--- src/rtl/vsg_pkg.sv ---
package vsg_pkg;
    localparam int QW     = 12;   // quarter-pixel counter width
    localparam int VW     = 10;   // half-line counter width
    localparam int PW     = 10;   // pixel coordinate width
    localparam int HSW_W  = 8;    // hsync width field
    localparam int BUW_W  = 8;    // burst width field
    localparam int VSW_W  = 4;    // vsync width field
    localparam int LEAP_N = 5;    // leap pattern slots
    localparam int AW     = 4;
    localparam int DW     = 32;

    typedef enum logic [AW-1:0] {
        RA_CTRL   = 4'd0,
        RA_LINE   = 4'd1,
        RA_HPULSE = 4'd2,
        RA_FIELD  = 4'd3,
        RA_LEAP   = 4'd4,
        RA_HWIN   = 4'd5,
        RA_VWIN   = 4'd6,
        RA_VBURST = 4'd7,
        RA_VINT   = 4'd8
    } reg_addr_e;

    typedef enum logic [1:0] {
        PT_BLANK = 2'd0,
        PT_RSVD  = 2'd1,
        PT_RGB16 = 2'd2,
        PT_RGB32 = 2'd3
    } pix_type_e;

    typedef struct packed {
        logic [PW-1:0] lo;
        logic [PW-1:0] hi;
    } win_t;

    typedef struct packed {
        pix_type_e          ptype;
        logic               serrate;
        logic [QW-1:0]      line_len;
        logic [HSW_W-1:0]   hs_w;
        logic [BUW_W-1:0]   bu_w;
        logic [PW-1:0]      bu_start;
        logic [VW-1:0]      field_len;
        logic [VSW_W-1:0]   vs_w;
        logic [QW-1:0]      leap_a;
        logic [QW-1:0]      leap_b;
        logic [LEAP_N-1:0]  leap_pat;
    } tcfg_t;

    function automatic logic in_win(input logic [PW-1:0] pos, input win_t w);
        return (pos >= w.lo) && (pos < w.hi);
    endfunction
endpackage

--- src/rtl/vsg_regs.sv ---
module vsg_regs
    import vsg_pkg::*;
(
    input  logic          clk,
    input  logic          rst,
    input  logic          wr_en,
    input  logic [AW-1:0] wr_addr,
    input  logic [DW-1:0] wr_data,
    input  logic          load,
    output tcfg_t         shad,
    output win_t          hwin,
    output win_t          vwin,
    output win_t          vbwin,
    output logic [VW-1:0] vint
);
    tcfg_t live_q;
    tcfg_t shad_q;
    logic  unused_bits;

    assign unused_bits = ^wr_data[DW-1:29];

    always_ff @(posedge clk) begin
        if (rst) begin
            live_q <= '0;
            shad_q <= '0;
            hwin   <= '0;
            vwin   <= '0;
            vbwin  <= '0;
            vint   <= '1;
        end else begin
            if (wr_en) begin
                case (wr_addr)
                    RA_CTRL: begin
                        live_q.ptype   <= pix_type_e'(wr_data[1:0]);
                        live_q.serrate <= wr_data[2];
                    end
                    RA_LINE:   live_q.line_len <= wr_data[QW-1:0];
                    RA_HPULSE: begin
                        live_q.hs_w     <= wr_data[7:0];
                        live_q.bu_w     <= wr_data[15:8];
                        live_q.bu_start <= wr_data[25:16];
                    end
                    RA_FIELD: begin
                        live_q.field_len <= wr_data[9:0];
                        live_q.vs_w      <= wr_data[19:16];
                    end
                    RA_LEAP: begin
                        live_q.leap_a   <= wr_data[11:0];
                        live_q.leap_b   <= wr_data[23:12];
                        live_q.leap_pat <= wr_data[28:24];
                    end
                    RA_HWIN:   hwin  <= '{lo: wr_data[9:0], hi: wr_data[25:16]};
                    RA_VWIN:   vwin  <= '{lo: wr_data[9:0], hi: wr_data[25:16]};
                    RA_VBURST: vbwin <= '{lo: wr_data[9:0], hi: wr_data[25:16]};
                    RA_VINT:   vint  <= wr_data[VW-1:0];
                    default: ;
                endcase
            end
            if (load) shad_q <= live_q;
        end
    end

    assign shad = shad_q;

    // writes never reach the working copy outside a field wrap
    assert_shadow_R9: assert property (@(posedge clk) disable iff (rst)
        (wr_en && !load) |=> $stable(shad_q));
endmodule

--- src/rtl/vsg_hcount.sv ---
module vsg_hcount
    import vsg_pkg::*;
#(
    parameter int SLOTS = LEAP_N,
    parameter int CW    = QW
)(
    input  logic             clk,
    input  logic             rst,
    input  logic             adv,
    input  logic             in_vs,
    input  logic             field_start,
    input  logic [CW-1:0]    line_len,
    input  logic [CW-1:0]    leap_a,
    input  logic [CW-1:0]    leap_b,
    input  logic [SLOTS-1:0] leap_pat,
    output logic [CW-1:0]    hcnt,
    output logic             line_end
);
    localparam int IW = $clog2(SLOTS);

    logic [CW-1:0] hcnt_q;
    logic [IW-1:0] idx_q;
    logic [CW-1:0] cur_len;

    always_comb begin
        cur_len = line_len;
        if (in_vs) cur_len = leap_pat[idx_q] ? leap_b : leap_a;
    end

    assign line_end = adv && (hcnt_q == cur_len);

    always_ff @(posedge clk) begin
        if (rst) begin
            hcnt_q <= '0;
            idx_q  <= '0;
        end else if (adv) begin
            hcnt_q <= line_end ? '0 : hcnt_q + CW'(1);
            if (field_start)
                idx_q <= '0;
            else if (line_end && in_vs)
                idx_q <= (idx_q == IW'(SLOTS - 1)) ? '0 : idx_q + IW'(1);
        end
    end

    assign hcnt = hcnt_q;

    assert_hwrap_R1: assert property (@(posedge clk) disable iff (rst)
        line_end |=> (hcnt_q == '0));
    assert_hhold_R12: assert property (@(posedge clk) disable iff (rst)
        !adv |=> ($stable(hcnt_q) && $stable(idx_q)));
    assert_leap_idle_R8: assert property (@(posedge clk) disable iff (rst)
        (line_end && !in_vs && !field_start) |=> $stable(idx_q));
    assert_leap_range_R8: assert property (@(posedge clk) disable iff (rst)
        idx_q < IW'(SLOTS));
endmodule

--- src/rtl/vsg_vcount.sv ---
module vsg_vcount
    import vsg_pkg::*;
(
    input  logic          clk,
    input  logic          rst,
    input  logic          line_end,
    input  logic [VW-1:0] field_len,
    input  logic [VW-1:0] vint,
    output logic [VW-1:0] vcnt,
    output logic          field_start,
    output logic          irq
);
    logic [VW-1:0] vcnt_q;
    logic          irq_q;
    logic [VW:0]   nxt;
    logic [VW:0]   lim;
    logic [VW:0]   wrp;
    logic          wrap;
    logic [VW-1:0] vnext;

    always_comb begin
        nxt  = {1'b0, vcnt_q} + (VW+1)'(2);
        lim  = {1'b0, field_len} + (VW+1)'(1);
        wrp  = nxt - lim;
        wrap = nxt > {1'b0, field_len};
        if (wrap)
            vnext = (wrp > {1'b0, field_len}) ? '0 : wrp[VW-1:0];
        else
            vnext = nxt[VW-1:0];
    end

    assign field_start = line_end && wrap;

    always_ff @(posedge clk) begin
        if (rst) begin
            vcnt_q <= '0;
            irq_q  <= 1'b0;
        end else begin
            if (line_end) vcnt_q <= vnext;
            irq_q <= line_end && (vnext == vint);
        end
    end

    assign vcnt = vcnt_q;
    assign irq  = irq_q;

    assert_vstep_R2: assert property (@(posedge clk) disable iff (rst)
        (line_end && !field_start) |=> (vcnt_q == $past(vcnt_q) + VW'(2)));
    assert_vhold_R12: assert property (@(posedge clk) disable iff (rst)
        !line_end |=> $stable(vcnt_q));
    assert_irq_src_R7: assert property (@(posedge clk) disable iff (rst)
        irq_q |-> $past(line_end));
endmodule

--- src/rtl/vsg_decode.sv ---
module vsg_decode
    import vsg_pkg::*;
(
    input  logic [QW-1:0]    hcnt,
    input  logic [VW-1:0]    vcnt,
    input  pix_type_e        ptype,
    input  logic             serrate,
    input  logic [HSW_W-1:0] hs_w,
    input  logic [BUW_W-1:0] bu_w,
    input  logic [PW-1:0]    bu_start,
    input  logic [VSW_W-1:0] vs_w,
    input  win_t             hwin,
    input  win_t             vwin,
    input  win_t             vbwin,
    output logic             in_vs,
    output logic             hsync,
    output logic             vsync,
    output logic             burst,
    output logic             active
);
    logic [PW-1:0] pix;
    logic [PW:0]   bu_last;
    logic          on;
    logic          hs_raw;
    logic          bu_h;
    logic          unused_sub;

    assign unused_sub = ^hcnt[1:0];
    assign pix     = hcnt[QW-1:2];
    assign bu_last = {1'b0, bu_start} + {{(PW+1-BUW_W){1'b0}}, bu_w};
    assign on      = (ptype != PT_BLANK);
    assign in_vs   = vcnt <= {{(VW-VSW_W){1'b0}}, vs_w};
    assign hs_raw  = pix <= {{(PW-HSW_W){1'b0}}, hs_w};
    assign bu_h    = (pix >= bu_start) && ({1'b0, pix} <= bu_last);

    always_comb begin
        hsync  = on && ((serrate && in_vs) ? !hs_raw : hs_raw);
        vsync  = on && in_vs;
        burst  = on && bu_h && in_win(vcnt, vbwin);
        active = on && in_win(pix, hwin) && in_win(vcnt, vwin);
    end
endmodule

--- src/rtl/vidsync_timer.sv ---
module vidsync_timer
    import vsg_pkg::*;
(
    input  logic          clk,
    input  logic          rst,
    input  logic          qpix_en,
    input  logic          cfg_we,
    input  logic [AW-1:0] cfg_addr,
    input  logic [DW-1:0] cfg_wdata,
    output logic          hsync_o,
    output logic          vsync_o,
    output logic          burst_o,
    output logic          active_o,
    output logic          line_irq_o,
    output logic [VW-1:0] half_line_o,
    output logic          field_o
);
    tcfg_t         shad;
    win_t          hwin;
    win_t          vwin;
    win_t          vbwin;
    logic [VW-1:0] vint;
    logic [QW-1:0] hcnt;
    logic [VW-1:0] vcnt;
    logic          line_end;
    logic          field_start;
    logic          in_vs;

    vsg_regs u_regs (
        .clk(clk), .rst(rst),
        .wr_en(cfg_we), .wr_addr(cfg_addr), .wr_data(cfg_wdata),
        .load(field_start),
        .shad(shad), .hwin(hwin), .vwin(vwin), .vbwin(vbwin), .vint(vint)
    );

    vsg_hcount #(.SLOTS(LEAP_N), .CW(QW)) u_h (
        .clk(clk), .rst(rst), .adv(qpix_en),
        .in_vs(in_vs), .field_start(field_start),
        .line_len(shad.line_len), .leap_a(shad.leap_a), .leap_b(shad.leap_b),
        .leap_pat(shad.leap_pat),
        .hcnt(hcnt), .line_end(line_end)
    );

    vsg_vcount u_v (
        .clk(clk), .rst(rst), .line_end(line_end),
        .field_len(shad.field_len), .vint(vint),
        .vcnt(vcnt), .field_start(field_start), .irq(line_irq_o)
    );

    vsg_decode u_dec (
        .hcnt(hcnt), .vcnt(vcnt),
        .ptype(shad.ptype), .serrate(shad.serrate),
        .hs_w(shad.hs_w), .bu_w(shad.bu_w), .bu_start(shad.bu_start),
        .vs_w(shad.vs_w),
        .hwin(hwin), .vwin(vwin), .vbwin(vbwin),
        .in_vs(in_vs),
        .hsync(hsync_o), .vsync(vsync_o), .burst(burst_o), .active(active_o)
    );

    assign half_line_o = vcnt;
    assign field_o     = vcnt[0];
endmodule

--- config.mk ---
export PLATFORM = sky130hd
export DESIGN_NAME = vidsync_timer
export DESIGN_NICKNAME = d
export VERILOG_FILES = /design/src/rtl/vsg_pkg.sv /design/src/rtl/vsg_regs.sv /design/src/rtl/vsg_hcount.sv /design/src/rtl/vsg_vcount.sv /design/src/rtl/vsg_decode.sv /design/src/rtl/vidsync_timer.sv
export SDC_FILE = /design/constraint.sdc
export NUM_CORES = 1
export LEC_CHECK = 0
export ABC_AREA = 1
export BUFFER_PORTS_ARGS = -buffer_cell sky130_fd_sc_hd__buf_2
export CORE_AREA = 2 2 251 129
export DETAILED_ROUTE_END_ITERATION = 16
export DIE_AREA = 0 0 253 131
export PLACE_DENSITY = 0.65
export SYNTH_ARGS = -nofsm -noshare
export SYNTH_HDL_FRONTEND = slang
export SYNTH_SLANG_ARGS = --single-unit
--- constraint.sdc ---
create_clock -name clk -period 3.7 [get_ports clk]
set_input_delay 0 -clock clk [delete_from_list [all_inputs] [get_ports clk]]
set_output_delay 0 -clock clk [all_outputs]
set_load 0.05 [all_outputs]
==> reports/metrics.cfg <==
[status]
status=complete, no violations

[placement]
place_inst=2345
placed_cell_area_sq_um=14800
numPortBuffers=52
place_ws_ns=-0.261
hpwl_mm=31.7
gp_congestion=0.978

[hold_path]
hold_start=rst
hold_path_depth=3
hold_path_class=in2reg
min_delay_worst_endpoint=u_h.idx_q[1]

[yosys]
syn-instance-count=1892
async_flop_share_pct=0
yosysUniqueCellTypes=40
syn_nets=2056
syn_avg_cell_area_sq_um=7.27
ys_seq_elements=264
synth_edf_count=0
synth.yosys.seq_area_share_pct=38.4
synth-main-ff-cell=dfxtp_1
syn-cell-area_sq_um=13800
yosys_warnings=0

[setup_path]
reg2reg_slack_ns=0.09
cp_max_fo=4
start_kind=flop
r2r-end=u_v.irq
cp_slowest_cell=dfxtp_4
path_class=reg2reg
crit_arrival_ns=4.09
end_kind=flop
crit_required_ns=4.18
r2r-start=u_v.vcnt[2]
cpPeakStageDelay_ns=0.38
crit_top_cell=nand2_1
r2r_cells=26

[power_and_ir_drop]
ir_drop_mv=0.398
p_int_mw=6.63
p_sw_share_pct=40.9
power_mw=11.2
pwr-share-comb_pct=48.0
power_switching_mw=4.59
p_leak_nw=7.50
clockPowerShare_pct=24.2
power_frac_seq_pct=27.8
powerDensity_nw_per_um2=676

[sta]
fmax_mhz=277
fin_crit_ns=3.61
slew_violations=0
skew_ns=0.0128
slew_headroom_pct=31.9
tightestPinTransition_ns=1.02
timing.final.crit_share_pct=97.5
setup_viol=0
rsz0062_at_grt=true
fin_ws_ns=0.0917
hold_violations=0

[floorplanning]
die_area_sq_um=33100
start_util_pct=44.3
rows=46
fp.coreArea_sq_um=31100
die_h_um=131
die_w_um=253
io_pins=56

[clock_network]
worstSkewPairLatency_ns=0.54
clk_path_buf_depth=3
cts_tree=done
cts_htree_levels=1
cts_sinks=264
numCtsBuffers=26
root_buffer=clkbuf_16
path_clk_slew_ns=0.06

[global_routing]
track_usage_pct=26.6
busiest_layer=met1
grt_pass1_wl_mm=67.2
antenna_found_initial=3
gr-usage-met2_pct=35.2
globalRouteMet3Util_pct=6.20
gr-total-overflow=0
grt_pass1_vias=11700
met1_usage_pct=42.8
grt_max_degree=188

[drt]
wl_per_cell_um=18.1
drc_errors=0
drt_iter0_drc=1253
drt-pass1-iter-count=5
ant_nets=0
wirelength_mm=44.3
vias=13100
routed_via_density=5.35

[cells_and_area]
layout-drive-gt1-share_pct=14.2
nFillCells=2920
final_cell_mix=dfxtp_1, inv_1, nand2_1, nor2_1, o21ai_0
area_growth_pct=20.5
final_area_sq_um=16600
diodes=0
finalNonFillerCells=2445
mostFrequentLayoutCell=dfxtp_1
postLayoutCoreUtil_pct=53.4
nets=2183

[flow_run]
drv_cap=0

[per-layer routing]
metal | vias up | share of wire [%]
met1 | 6084 | 52
met3 | 52 | 9.6
met5 | - | 0
met4 | 0 | 1.5
li1 | 6472 | -
met2 | 478 | 37
[synth_stat cells (2+ instances only)]
master     number  share of area [%]
nor3_1         12               0.44
dfxtp_1       264                 38
o211ai_1       16               0.87
a21o_1          5               0.27
nand4_1        17               0.77
a21oi_1       220                8.0
o2111ai_1       6               0.38
a31oi_1         2              0.091
nand3_1        82                3.0
or4_1           3               0.16
clkbuf_1       61                1.7
nor4_1          2              0.091
inv_1         258                7.0
o21bai_1        4               0.22
buf_2           5               0.18
nor2_1        227                6.2
fa_1            2               0.29
buf_4           4               0.22
o21a_1          6               0.33
xor2_1         21                1.3
nand2_1       250                6.8
buf_1           2              0.055
buf_6          14                1.1
o21ai_1        36                1.3
xnor2_1         7               0.45
nand3_2         3               0.22
a21boi_0        2               0.11
nor2_2          3               0.14
ha_1          122                 11
o21ai_0       226                8.2
[worst max-delay path by stage]
stage	from	endpoint	slack, ns	cells after the start
floorplan	u_v.vcnt[1]	u_v.irq	0.03	29
global placement	u_v.vcnt[1]	u_v.irq	-0.21	28
detailed placement	u_v.vcnt[1]	u_v.irq	-0.26	26
CTS	u_v.vcnt[1]	u_v.irq	0.002	27
global route	u_v.vcnt[1]	u_v.irq	-0.12	28
finish	u_v.vcnt[2]	u_v.irq	0.09	26
[worst max-delay path, delay by kind of cell (launching register included)]
| kind | cells | cell delay (ns) |
|---|---|---|
| and+or+nand+nor | 15 | 1.16 |
| adders and majority gates | 3 | 0.78 |
| AOI/OAI and AO/OA | 3 | 0.52 |
| buffers and inverters | 4 | 0.41 |
| DFF | 1 | 0.38 |
| xor gates and xnor gates | 1 | 0.31 |
[metrics by stage]
step           hold slack (ns)  setup TNS, ns
2_1_floorplan           0.0691              0
3_3_place_gp             0.258         -0.597
3_5_place_dp             0.267         -0.879
4_1_cts                  0.259              0
5_1_grt                  0.280         -0.246
6_report                 0.266              0
[power groups by stage]
stage,registers (mW),logic (mW),clock network (mW)
2_1_floorplan,3.22,2.93,0
3_3_place_gp,3.17,4.46,0
3_5_place_dp,3.17,4.49,0
4_1_cts,3.11,4.76,2.75
5_1_grt,3.13,5.91,2.87
6_report,3.12,5.39,2.71
[flip-flops by register name, indices dropped and copies added (netlist names), 3 cells and up]
name	count
u_v.vcnt	10
u_h.hcnt	12
u_regs.vwin	20
u_regs.hwin	20
u_regs.vbwin	20
u_regs.live_q	84
u_h.idx_q	3
u_regs.vint	10
u_regs.shad	84
[kinds of logic after synthesis]
kind of cell             share of synthesized area (%)
AND/OR/NAND/NOR                                   18.1
AO/OA/AOI/OAI                                     19.9
buffers and inverters                             10.4
flip-flops                                        38.4
adder cells (fa/ha/maj)                           11.4
XOR/XNOR                                          1.78
[area by class of cell]
cell class / count / area [sq um] / area share, %
clock inverters: 8 / 53.8 / 0.324
clock buffers: 38 / 818 / 4.93
well taps: 408 / 510 / 3.08
multi-input cells: 1281 / 7460 / 45.0
flip-flops and latches: 264 / 5310 / 32.0
repair buffers: 185 / 1440 / 8.68
inverters: 261 / 990 / 5.97
[timing repair]
action,in CTS,in global routing
endpoints found under the hold margin,180,0
pin swaps,11,48
buffers inserted,9,7
hold buffers,39,0
endpoints found under the setup margin,11,90
resized for setup,32,88
No activity file was read; power rests on OpenSTA's default activity.
